==> config.mk <==
export PLATFORM = sky130hd
export DESIGN_NAME = lka_addsub
export DESIGN_NICKNAME = d
export VERILOG_FILES = /design/src/rtl/lka_pkg.sv /design/src/rtl/lka_carry_unit.sv /design/src/rtl/lka_slice.sv /design/src/rtl/lka_addsub.sv
export SDC_FILE = /design/constraint.sdc
export NUM_CORES = 1
export LEC_CHECK = 0
export BUFFER_PORTS_ARGS = -buffer_cell sky130_fd_sc_hd__buf_2
export CAP_MARGIN = 20
export CORE_AREA = 10 10 57 59
export DETAILED_ROUTE_END_ITERATION = 16
export DIE_AREA = 0 0 67 69
export GPL_ROUTABILITY_DRIVEN = 0
export PLACE_DENSITY = 0.8
export SLEW_MARGIN = 20
export SYNTH_ARGS = -nofsm -noshare
export SYNTH_HDL_FRONTEND = slang
export SYNTH_SLANG_ARGS = --single-unit
==> constraint.sdc <==
create_clock -name vclk -period 3.9
set_input_delay 0.78 -clock vclk [all_inputs]
set_output_delay 0.78 -clock vclk [all_outputs]
set_load 0.005 [all_outputs]
==> src/rtl/lka_pkg.sv <==
package lka_pkg;

    localparam int unsigned LKA_SLICE_W = 4;
    localparam int unsigned LKA_SLICES  = 4;

    typedef enum logic {
        OP_ADD = 1'b0,
        OP_SUB = 1'b1
    } lka_op_e;

endpackage

==> src/rtl/lka_carry_unit.sv <==
module lka_carry_unit #(
    parameter int unsigned N = 4
) (
    input  logic [N-1:0] p_i,
    input  logic [N-1:0] g_i,
    input  logic         c_i,
    output logic [N-1:0] c_o,
    output logic         gp_o,
    output logic         gg_o
);

    // Flat two-level carry expansion: each carry is an OR of AND terms
    // built only from p_i, g_i and c_i.
    always_comb begin
        logic acc;
        logic term;
        c_o[0] = c_i;
        for (int k = 1; k < N; k++) begin
            term = c_i;
            for (int j = 0; j < k; j++) begin
                term = term & p_i[j];
            end
            acc = term;
            for (int j = 0; j < k; j++) begin
                term = g_i[j];
                for (int m = j + 1; m < k; m++) begin
                    term = term & p_i[m];
                end
                acc = acc | term;
            end
            c_o[k] = acc;
        end
    end

    // Group terms for the next level.
    always_comb begin
        logic acc;
        logic term;
        gp_o = &p_i;
        acc  = 1'b0;
        for (int j = 0; j < N; j++) begin
            term = g_i[j];
            for (int m = j + 1; m < N; m++) begin
                term = term & p_i[m];
            end
            acc = acc | term;
        end
        gg_o = acc;
    end

endmodule

==> src/rtl/lka_slice.sv <==
module lka_slice #(
    parameter int unsigned W = 4
) (
    input  logic [W-1:0] a_i,
    input  logic [W-1:0] b_i,
    input  logic         c_i,
    output logic [W-1:0] sum_o,
    output logic         gp_o,
    output logic         gg_o,
    output logic         cmsb_o
);

    logic [W-1:0] bit_p;
    logic [W-1:0] bit_g;
    logic [W-1:0] bit_c;

    assign bit_p = a_i ^ b_i;
    assign bit_g = a_i & b_i;

    lka_carry_unit #(.N(W)) u_cu (
        .p_i  (bit_p),
        .g_i  (bit_g),
        .c_i  (c_i),
        .c_o  (bit_c),
        .gp_o (gp_o),
        .gg_o (gg_o)
    );

    assign sum_o  = bit_p ^ bit_c;
    assign cmsb_o = bit_c[W-1];

endmodule

==> src/rtl/lka_addsub.sv <==
module lka_addsub
    import lka_pkg::*;
#(
    parameter int unsigned SLICE_W = LKA_SLICE_W,
    parameter int unsigned SLICES  = LKA_SLICES
) (
    input  logic [SLICE_W*SLICES-1:0] a_i,
    input  logic [SLICE_W*SLICES-1:0] b_i,
    input  logic                      carry_i,
    input  logic                      sub_i,
    output logic [SLICE_W*SLICES-1:0] sum_o,
    output logic                      carry_o,
    output logic                      ovf_o
);

    localparam int unsigned WIDTH = SLICE_W * SLICES;

    lka_op_e            op;
    logic [WIDTH-1:0]   b_eff;
    logic               c0;
    logic [SLICES-1:0]  grp_p;
    logic [SLICES-1:0]  grp_g;
    logic [SLICES-1:0]  grp_c;
    logic [SLICES-1:0]  grp_cmsb;
    logic               top_p;
    logic               top_g;

    assign op = lka_op_e'(sub_i);

    always_comb begin
        unique case (op)
            OP_ADD: begin
                b_eff = b_i;
                c0    = carry_i;
            end
            OP_SUB: begin
                b_eff = ~b_i;
                c0    = 1'b1;
            end
            default: begin
                b_eff = b_i;
                c0    = carry_i;
            end
        endcase
    end

    for (genvar s = 0; s < SLICES; s++) begin : g_slice
        lka_slice #(.W(SLICE_W)) u_slice (
            .a_i    (a_i[s*SLICE_W +: SLICE_W]),
            .b_i    (b_eff[s*SLICE_W +: SLICE_W]),
            .c_i    (grp_c[s]),
            .sum_o  (sum_o[s*SLICE_W +: SLICE_W]),
            .gp_o   (grp_p[s]),
            .gg_o   (grp_g[s]),
            .cmsb_o (grp_cmsb[s])
        );
    end

    lka_carry_unit #(.N(SLICES)) u_level2 (
        .p_i  (grp_p),
        .g_i  (grp_g),
        .c_i  (c0),
        .c_o  (grp_c),
        .gp_o (top_p),
        .gg_o (top_g)
    );

    assign carry_o = top_g | (top_p & c0);
    assign ovf_o   = grp_cmsb[SLICES-1] ^ carry_o;

endmodule

==> results.yml, run 1 <==
timing:
  fin_crit_ns: 3.789
  setup_viol: 0
  finalHoldViolations: 0
  maxSlewViolCount: 0
  rsz0062_at_grt: "yes"
  max_freq_mhz: 263.9
  max_slew_margin_pct: 79.09
  timing.final.crit_share_pct: 97.16
  worstMarginPinSlew_ns: 0.3104
  hold_slack_ns: 2.005
power_and_ir_drop:
  pwr-share-seq_pct: 0
  power.static_leakage_nw: 0.7385
  p_int_mw: 0.1647
  power.density_nw_per_um2: 236.0
  clockPowerShare_pct: 0
  pwr-share-comb_pct: 100.0
  p_sw_mw: 0.1598
  power.share.switching_pct: 49.23
  ir_drop_mv: 0.1109
global_route:
  grt_util_all_layers_pct: 11.61
  grt_pass1_vias: 1073
  grt_max_degree: 12
  grt_first_pass_wirelength_um: 4671
  gr-total-overflow: 0
  antenna_found_initial: 0
layout:
  area_delta_synth_final_pct: 51.38
  final_common_cell: "buf_2"
  clock_buffers: 0
  post-route-cell-area_um2: 1375
  sequential_cell_total: 0
  regArea_um2: 0
  layout_common_cells: "buf_2 (51), ha_1 (18), xor2_1 (16)"
  drive_gt1_share_pct: 46.59
  fin_nets: 236
  num_antenna_cells: 0
critical_path:
  crit_fanout: 6
  crit_path_start_kind: "primary input"
  worstSetupEndpointType: "output pin"
  cp-endpoint: "sum_o[11]"
  crit_path_start: "sub_i"
  critPathRequiredTime_ns: 3.12
  worstPathArrival_ns: 3.01
  worstSetupPathType: "primary input to output pin"
floorplan:
  start_util_pct: 42.28
  rows: 17
  fp.dieArea_um2: 4623
  fp.coreArea_um2: 2148
  io_pins: 52
  die_h_um: 69
  die_w_um: 67
min_path:
  hp-class: "primary input to output pin"
yosys:
  synth_largest_area_cell: "ha_1"
  synth_area_leaders: "ha_1 (28%), xor2_1 (15%), fa_1 (8.8%)"
  synth_cell_type_count: 24
  synth_top_area_share_pct: 27.55
  syn_area_um2: 908.4
  yosys_warnings: 0
  syn-num-nets: 171
  syn_inst: 113
  synth-seq-area-share_pct: 0
  avgSynthCellArea_um2: 8.039
drt:
  antenna_left: 0
  routedWlPerCell_um: 14.68
  vias: 1002
  drc: 0
  wl_um: 2994
  first_pass_iters: 4
  via_per_inst: 4.912
  first_iter_violations: 23
placed_design:
  dp_hpwl_um: 2530
  portBuffers: 52
  dpl_cell_area_um2: 1255
status:
  outcome: "finished clean"
flow_run:
  maxCapViolCount: 0
clocking:
  postCtsHoldBufs: 0
==> power by group through the flow <==
| stage | clock network (mW) | logic (mW) | registers, mW |
|---|---|---|---|
| floorplan | 0 | 0.172 | 0 |
| finish | 0 | 0.324 | 0 |
| detailed placement | 0 | 0.298 | 0 |
| global route | 0 | 0.364 | 0 |
| CTS | 0 | 0.307 | 0 |
| global placement | 0 | 0.285 | 0 |
==> final cells by class <==
cell class / count / area (µm²)
tap: 28 / 35.03
inverter: 16 / 62.56
multi-input combinational: 95 / 879.6
fill: 190 / 773.2
timing repair buffer: 65 / 397.9
==> layer usage <==
metal | global-route usage [%] | part of all wire, % | up-vias
met5 | 0 | 0 | -
met3 | 3.221 | 9.1 | 0
met2 | 22.28 | 55 | 32
li1 | - | - | 504
met4 | 0.9050 | 0 | 0
met1 | 12.23 | 36 | 466
==> stage by stage <==
stage          std cells  setup TNS, ns  power, mW  setup WS [ns]  util [%]
2_1_floorplan        113              0     0.1723        0.05859         -
3_3_place_gp         200        -0.1139     0.2852       -0.04545     58.42
3_5_place_dp         200        -0.5358     0.2983        -0.2168     58.42
4_1_cts              201              0     0.3073        0.01959     59.87
5_1_grt              204       -0.02712     0.3635       -0.02712     64.01
6_report             204              0     0.3245         0.1107     64.01
==> worst max-delay path: stages <==
cell and delay [ns]:
buf_12 0.11, xor2_1 0.14, ha_1 0.33, buf_6 0.14, o211ai_4 0.08, a211oi_2 0.09
nor3_2 0.20, buf_4 0.17, inv_4 0.03, ha_4 0.14, o21a_1 0.19, o21a_1 0.21
nor2_2 0.12, xnor2_1 0.13, buf_2 0.14
==> worst min path at each step <==
stage	to	from	cells after the start	slack, ns
2_1_floorplan	carry_o	a_i[15]	3	1.80
3_3_place_gp	carry_o	a_i[15]	5	2.00
3_5_place_dp	carry_o	a_i[15]	5	2.01
4_1_cts	carry_o	a_i[15]	5	2.01
5_1_grt	carry_o	a_i[15]	5	2.05
6_report	carry_o	a_i[15]	5	2.01
==> Yosys cell counts <==
| library cell | count |
|---|---|
| nand2_1 | 3 |
| nor3_1 | 4 |
| o21ai_4 | 1 |
| o211ai_2 | 1 |
| a21oi_1 | 7 |
| fa_1 | 4 |
| xor2_1 | 16 |
| o21ai_2 | 1 |
| a211oi_1 | 1 |
| nand4_1 | 3 |
| xnor2_1 | 9 |
| or2_2 | 1 |
| a21o_1 | 2 |
| nor2b_1 | 1 |
| inv_1 | 15 |
| a211oi_2 | 1 |
| nor3_2 | 1 |
| o21ai_0 | 1 |
| buf_2 | 1 |
| buf_6 | 1 |
| ha_1 | 20 |
| nor2_1 | 10 |
| inv_2 | 1 |
| o21a_1 | 8 |
==> what timing repair did <==
| item | CTS | global route |
|---|---|---|
| setup buffers | 1 | 2 |
| pin swaps | 2 | 13 |
| gates resized for setup | 7 | 12 |
| setup endpoints to repair | 3 | 3 |
| cloned | 0 | 1 |
==> cells by family after synthesis <==
| group | share of synthesized area, % |
|---|---|
| fa+ha+maj | 36.36 |
| simple gates | 12.12 |
| buf+inv | 8.401 |
| xor+xnor | 24.10 |
| compound gates | 19.01 |
Power figures use the tool's default switching activity.
==> run 2: changes to the inputs <==
- BUFFER_PORTS_ARGS: -buffer_cell sky130_fd_sc_hd__buf_2 -> -buffer_cell sky130_fd_sc_hd__clkbuf_2
- CORE_AREA: 10 10 57 59 -> 10 10 55 62
- DIE_AREA: 0 0 67 69 -> 0 0 65 72
- PLACE_DENSITY: 0.8 -> 0.79
==> results.yml, run 2 (synthesized netlist as in run 1, its figures left out) <==
power_and_ir_drop:
  power.density_nw_per_um2: 228.1
  power.static_leakage_nw: 0.7659
  power.share.switching_pct: 47.46
  p_int_mw: 0.1658
  clockPowerShare_pct: 0
  p_sw_mw: 0.1498
  pwr-share-seq_pct: 0
  pwr-share-comb_pct: 100.0
  ir_drop_mv: 0.1255
critical_path:
  cp_num_buf_inv: 5
  crit_fanout: 6
  worstPathArrival_ns: 3.06
  slowest_delay_ns: 0.34
  crit_path_start_kind: "primary input"
  crit_family: "compound AO/OA/AOI/OAI gates"
  worstSetupEndpointType: "output pin"
  crit_slowest_cell: "ha_1"
  crit_chain: "buf_8, buf_12, xor2_2, ha_1, a21oi_2, nor2_1, nor3_2, buf_4, inv_2, ha_4, o21a_1, o21a_1, nor2_1, xnor2_1, buf_2"
  critPathRequiredTime_ns: 3.12
  worstSetupPathType: "primary input to output pin"
layout:
  clock_buffers: 0
  regArea_um2: 0
  instances_no_fill: 211
  fin_nets: 241
  area_delta_synth_final_pct: 52.34
  multi_input_area_um2: 868.3
  num_antenna_cells: 0
  final_common_cell: "clkbuf_2"
  sequential_cell_total: 0
  fillerInstances: 208
  drive_gt1_share_pct: 46.41
  layout_common_cells: "clkbuf_2 (48), ha_1 (18), buf_4 (17)"
placed_design:
  portBuffers: 52
  dp_hpwl_um: 2394
  dp_cells: 204
min_path:
  hp-class: "primary input to output pin"
  holdPathStages: 4
  hold_start: "a_i[15]"
  min_to: "sum_o[15]"
drt:
  routedWlPerCell_um: 12.45
  drc: 0
  first_pass_iters: 4
  wl_um: 2628
  vias: 994
  via_per_inst: 4.711
  antenna_left: 0
  first_iter_violations: 17
timing:
  maxSlewViolCount: 0
  setup_viol: 0
  hold_slack_ns: 2.012
  max_slew_margin_pct: 83.79
  rsz0062_at_grt: "yes"
  worstMarginPinSlew_ns: 0.2418
  max_freq_mhz: 260.2
  finalHoldViolations: 0
  fin_tns_setup_ns: 0
  fin_crit_ns: 3.843
  timing.final.crit_share_pct: 98.55
floorplan:
  die_h_um: 72
  rows: 18
  fp.coreArea_um2: 2185
  fp.dieArea_um2: 4680
  die_w_um: 65
  start_util_pct: 41.58
  io_pins: 52
global_route:
  grt_max_degree: 7
  grt_first_pass_wirelength_um: 4685
  grt_util_all_layers_pct: 11.41
  grt_pass1_vias: 1116
  antenna_found_initial: 0
  gr-total-overflow: 0
flow_run:
  maxCapViolCount: 0
status:
  outcome: "finished clean"
==> run 2: area by class of cell <==
class | count | share of cell area (%)
multi-input combinational | 95 | 62.75
timing repair buffer | 70 | 30.20
inverter | 16 | 4.340
tap | 30 | 2.712
==> run 2: repair_timing <==
| action | 4_1_cts | 5_1_grt |
|---|---|---|
| cloned | 0 | 0 |
| endpoints found under the setup margin | 3 | 6 |
| pin swaps | 4 | 17 |
| hold buffers | 0 | 0 |
| setup buffers | 3 | 4 |
| gates resized for setup | 3 | 13 |
==> run 2: per-layer routing <==
metal	global-route usage, %	vias to the layer above	part of all wire [%]
met2	23.68	36	53
met3	3.840	0	11
met5	0	-	0
met1	11.01	447	36
li1	-	511	-
met4	0	0	0
==> run 2: power by group through the flow <==
| stage | logic [mW] | registers [mW] | clock network [mW] |
|---|---|---|---|
| finish | 0.316 | 0 | 0 |
| global route | 0.360 | 0 | 0 |
| CTS | 0.306 | 0 | 0 |
| detailed placement | 0.295 | 0 | 0 |
| global placement | 0.286 | 0 | 0 |
| floorplan | 0.172 | 0 | 0 |
==> run 2: per-stage QoR <==
| step | power, mW | utilization, % | area (µm²) | worst slack [ns] |
|---|---|---|---|---|
| after floorplan | 0.1723 | - | 908.4 | 0.05859 |
| after global placement | 0.2855 | 58.82 | 1285 | 0.01846 |
| after detailed placement | 0.2947 | 58.82 | 1285 | -0.04864 |
| after CTS | 0.3061 | 60.08 | 1313 | 0.006434 |
| after global routing | 0.3597 | 63.34 | 1384 | -0.09512 |
| final | 0.3156 | 63.34 | 1384 | 0.05653 |
==> run 2: how the worst max path moves through the flow <==
| stage | startpoint | cells past startpoint | end |
|---|---|---|---|
| CTS | sub_i | 15 | sum_o[11] |
| floorplan | sub_i | 13 | ovf_o |
| global placement | sub_i | 14 | sum_o[15] |
| detailed placement | sub_i | 14 | sum_o[15] |
| finish | sub_i | 15 | sum_o[11] |
| global route | sub_i | 15 | sum_o[11] |
==> run 3: changes to the inputs <==
- CORE_AREA: 10 10 55 62 -> 10 10 56 62
- DIE_AREA: 0 0 65 72 -> 0 0 66 72
- PLACE_DENSITY: 0.79 -> 0.77
- SLEW_MARGIN: 20 -> default
==> results.yml, run 3 (synthesized netlist as in run 1, its figures left out) <==
critical_path:
  crit_fanout: 7
  critPathRequiredTime_ns: 3.12
  worstSetupEndpointType: "output pin"
  crit_path_start_kind: "primary input"
  worstPathArrival_ns: 3.11
  worstSetupPathType: "primary input to output pin"
layout:
  post-route-cell-area_um2: 1421
  regArea_um2: 0
  num_antenna_cells: 0
  fillerInstances: 187
  area_delta_synth_final_pct: 56.47
  drive_gt1_share_pct: 49.46
  instances_no_fill: 214
  final_common_cell: "clkbuf_2"
  fin_nets: 244
  sequential_cell_total: 0
  final_util_pct: 63.75
  clock_buffers: 0
  layout_common_cells: "clkbuf_2 (48), ha_1 (18), buf_4 (18)"
power_and_ir_drop:
  power.density_nw_per_um2: 231.5
  power.share.switching_pct: 47.29
  pwr-share-comb_pct: 100.0
  pwr-share-seq_pct: 0
  p_total_mw: 0.3291
  clockPowerShare_pct: 0
  p_int_mw: 0.1735
  p_sw_mw: 0.1556
  power.static_leakage_nw: 0.7871
  ir_drop_mv: 0.1024
global_route:
  grt_max_degree: 8
  antenna_found_initial: 0
  met3_usage_pct: 2.611
  grt_busiest_layer: "met2"
  grt_use_met2_pct: 21.72
  grt_first_pass_wirelength_um: 4416
  globalRouteMet1Util_pct: 10.68
  gr-total-overflow: 0
  grt_pass1_vias: 1066
  grt_util_all_layers_pct: 10.62
timing:
  timing.final.crit_share_pct: 99.83
  worst_slack_ns: 0.006490
  max_freq_mhz: 256.8
  setup_viol: 0
  worstMarginPinSlew_ns: 0.2526
  finalHoldViolations: 0
  max_slew_margin_pct: 83.16
  rsz0062_at_grt: "yes"
  hold_slack_ns: 2.014
  fin_crit_ns: 3.894
  fin_tns_setup_ns: 0
  maxSlewViolCount: 0
min_path:
  min_to: "sum_o[12]"
  holdPathStages: 5
  hp-class: "primary input to output pin"
  hold_start: "a_i[12]"
drt:
  drc: 0
  first_iter_violations: 21
  vias: 1001
  via_per_inst: 4.678
  first_pass_iters: 4
  wl_um: 2754
  routedWlPerCell_um: 12.87
  antenna_left: 0
flow_run:
  maxCapViolCount: 0
placed_design:
  dp_cells: 203
  dp_slack_ns: -0.06180
  dp_hpwl_um: 2348
  dpl_cell_area_um2: 1277
  portBuffers: 52
floorplan:
  fp.coreArea_um2: 2230
  start_util_pct: 40.74
  die_w_um: 66
  die_h_um: 72
  rows: 18
  io_pins: 52
  fp.dieArea_um2: 4752
status:
  outcome: "finished clean"
clocking:
  postCtsHoldBufs: 0
[run 3: worst max path at each step]
stage | to | cells past startpoint | start
4_1_cts | sum_o[11] | 15 | sub_i
5_1_grt | ovf_o | 15 | sub_i
2_1_floorplan | ovf_o | 13 | sub_i
3_5_place_dp | sum_o[15] | 14 | sub_i
3_3_place_gp | sum_o[15] | 14 | sub_i
6_report | ovf_o | 15 | sub_i
[run 3: per-layer routing]
| layer | part of all wire, % | vias up | wire, µm |
|---|---|---|---|
| met5 | 0 | - | 0 |
| met4 | 0.51 | 0 | 14 |
| met3 | 7.6 | 2 | 208 |
| met2 | 56 | 28 | 1542 |
| met1 | 36 | 449 | 989 |
| li1 | - | 522 | - |
[run 3: cell type report]
class | instances | area, µm² | share of cell area [%]
repair buffers | 73 | 447.9 | 31.51
well taps | 30 | 37.54 | 2.641
multi-input cells | 95 | 875.8 | 61.62
inverters | 16 | 60.06 | 4.225
[run 3: critical path: stages]
cell and delay, ns:
buf_8 0.10, buf_12 0.13, buf_6 0.11, xor2_1 0.15
ha_1 0.32, a21oi_2 0.14, nor2_1 0.06, a211oi_2 0.22
o21ai_2 0.09, ha_2 0.17, o21a_1 0.18, o21a_1 0.21
nor2_2 0.16, xnor2_1 0.13, buf_2 0.14
[run 3: power groups by stage]
stage               clock network (mW)  logic [mW]  registers, mW
floorplan                            0       0.172              0
CTS                                  0       0.313              0
detailed placement                   0       0.297              0
global placement                     0       0.288              0
global route                         0       0.368              0
finish                               0       0.329              0
[run 3: repair_timing]
item                       CTS  global route
pin swaps                    9            18
setup endpoints to repair    3             5
cloned                       0             0
gates resized for setup      6            13
setup buffers                6             5
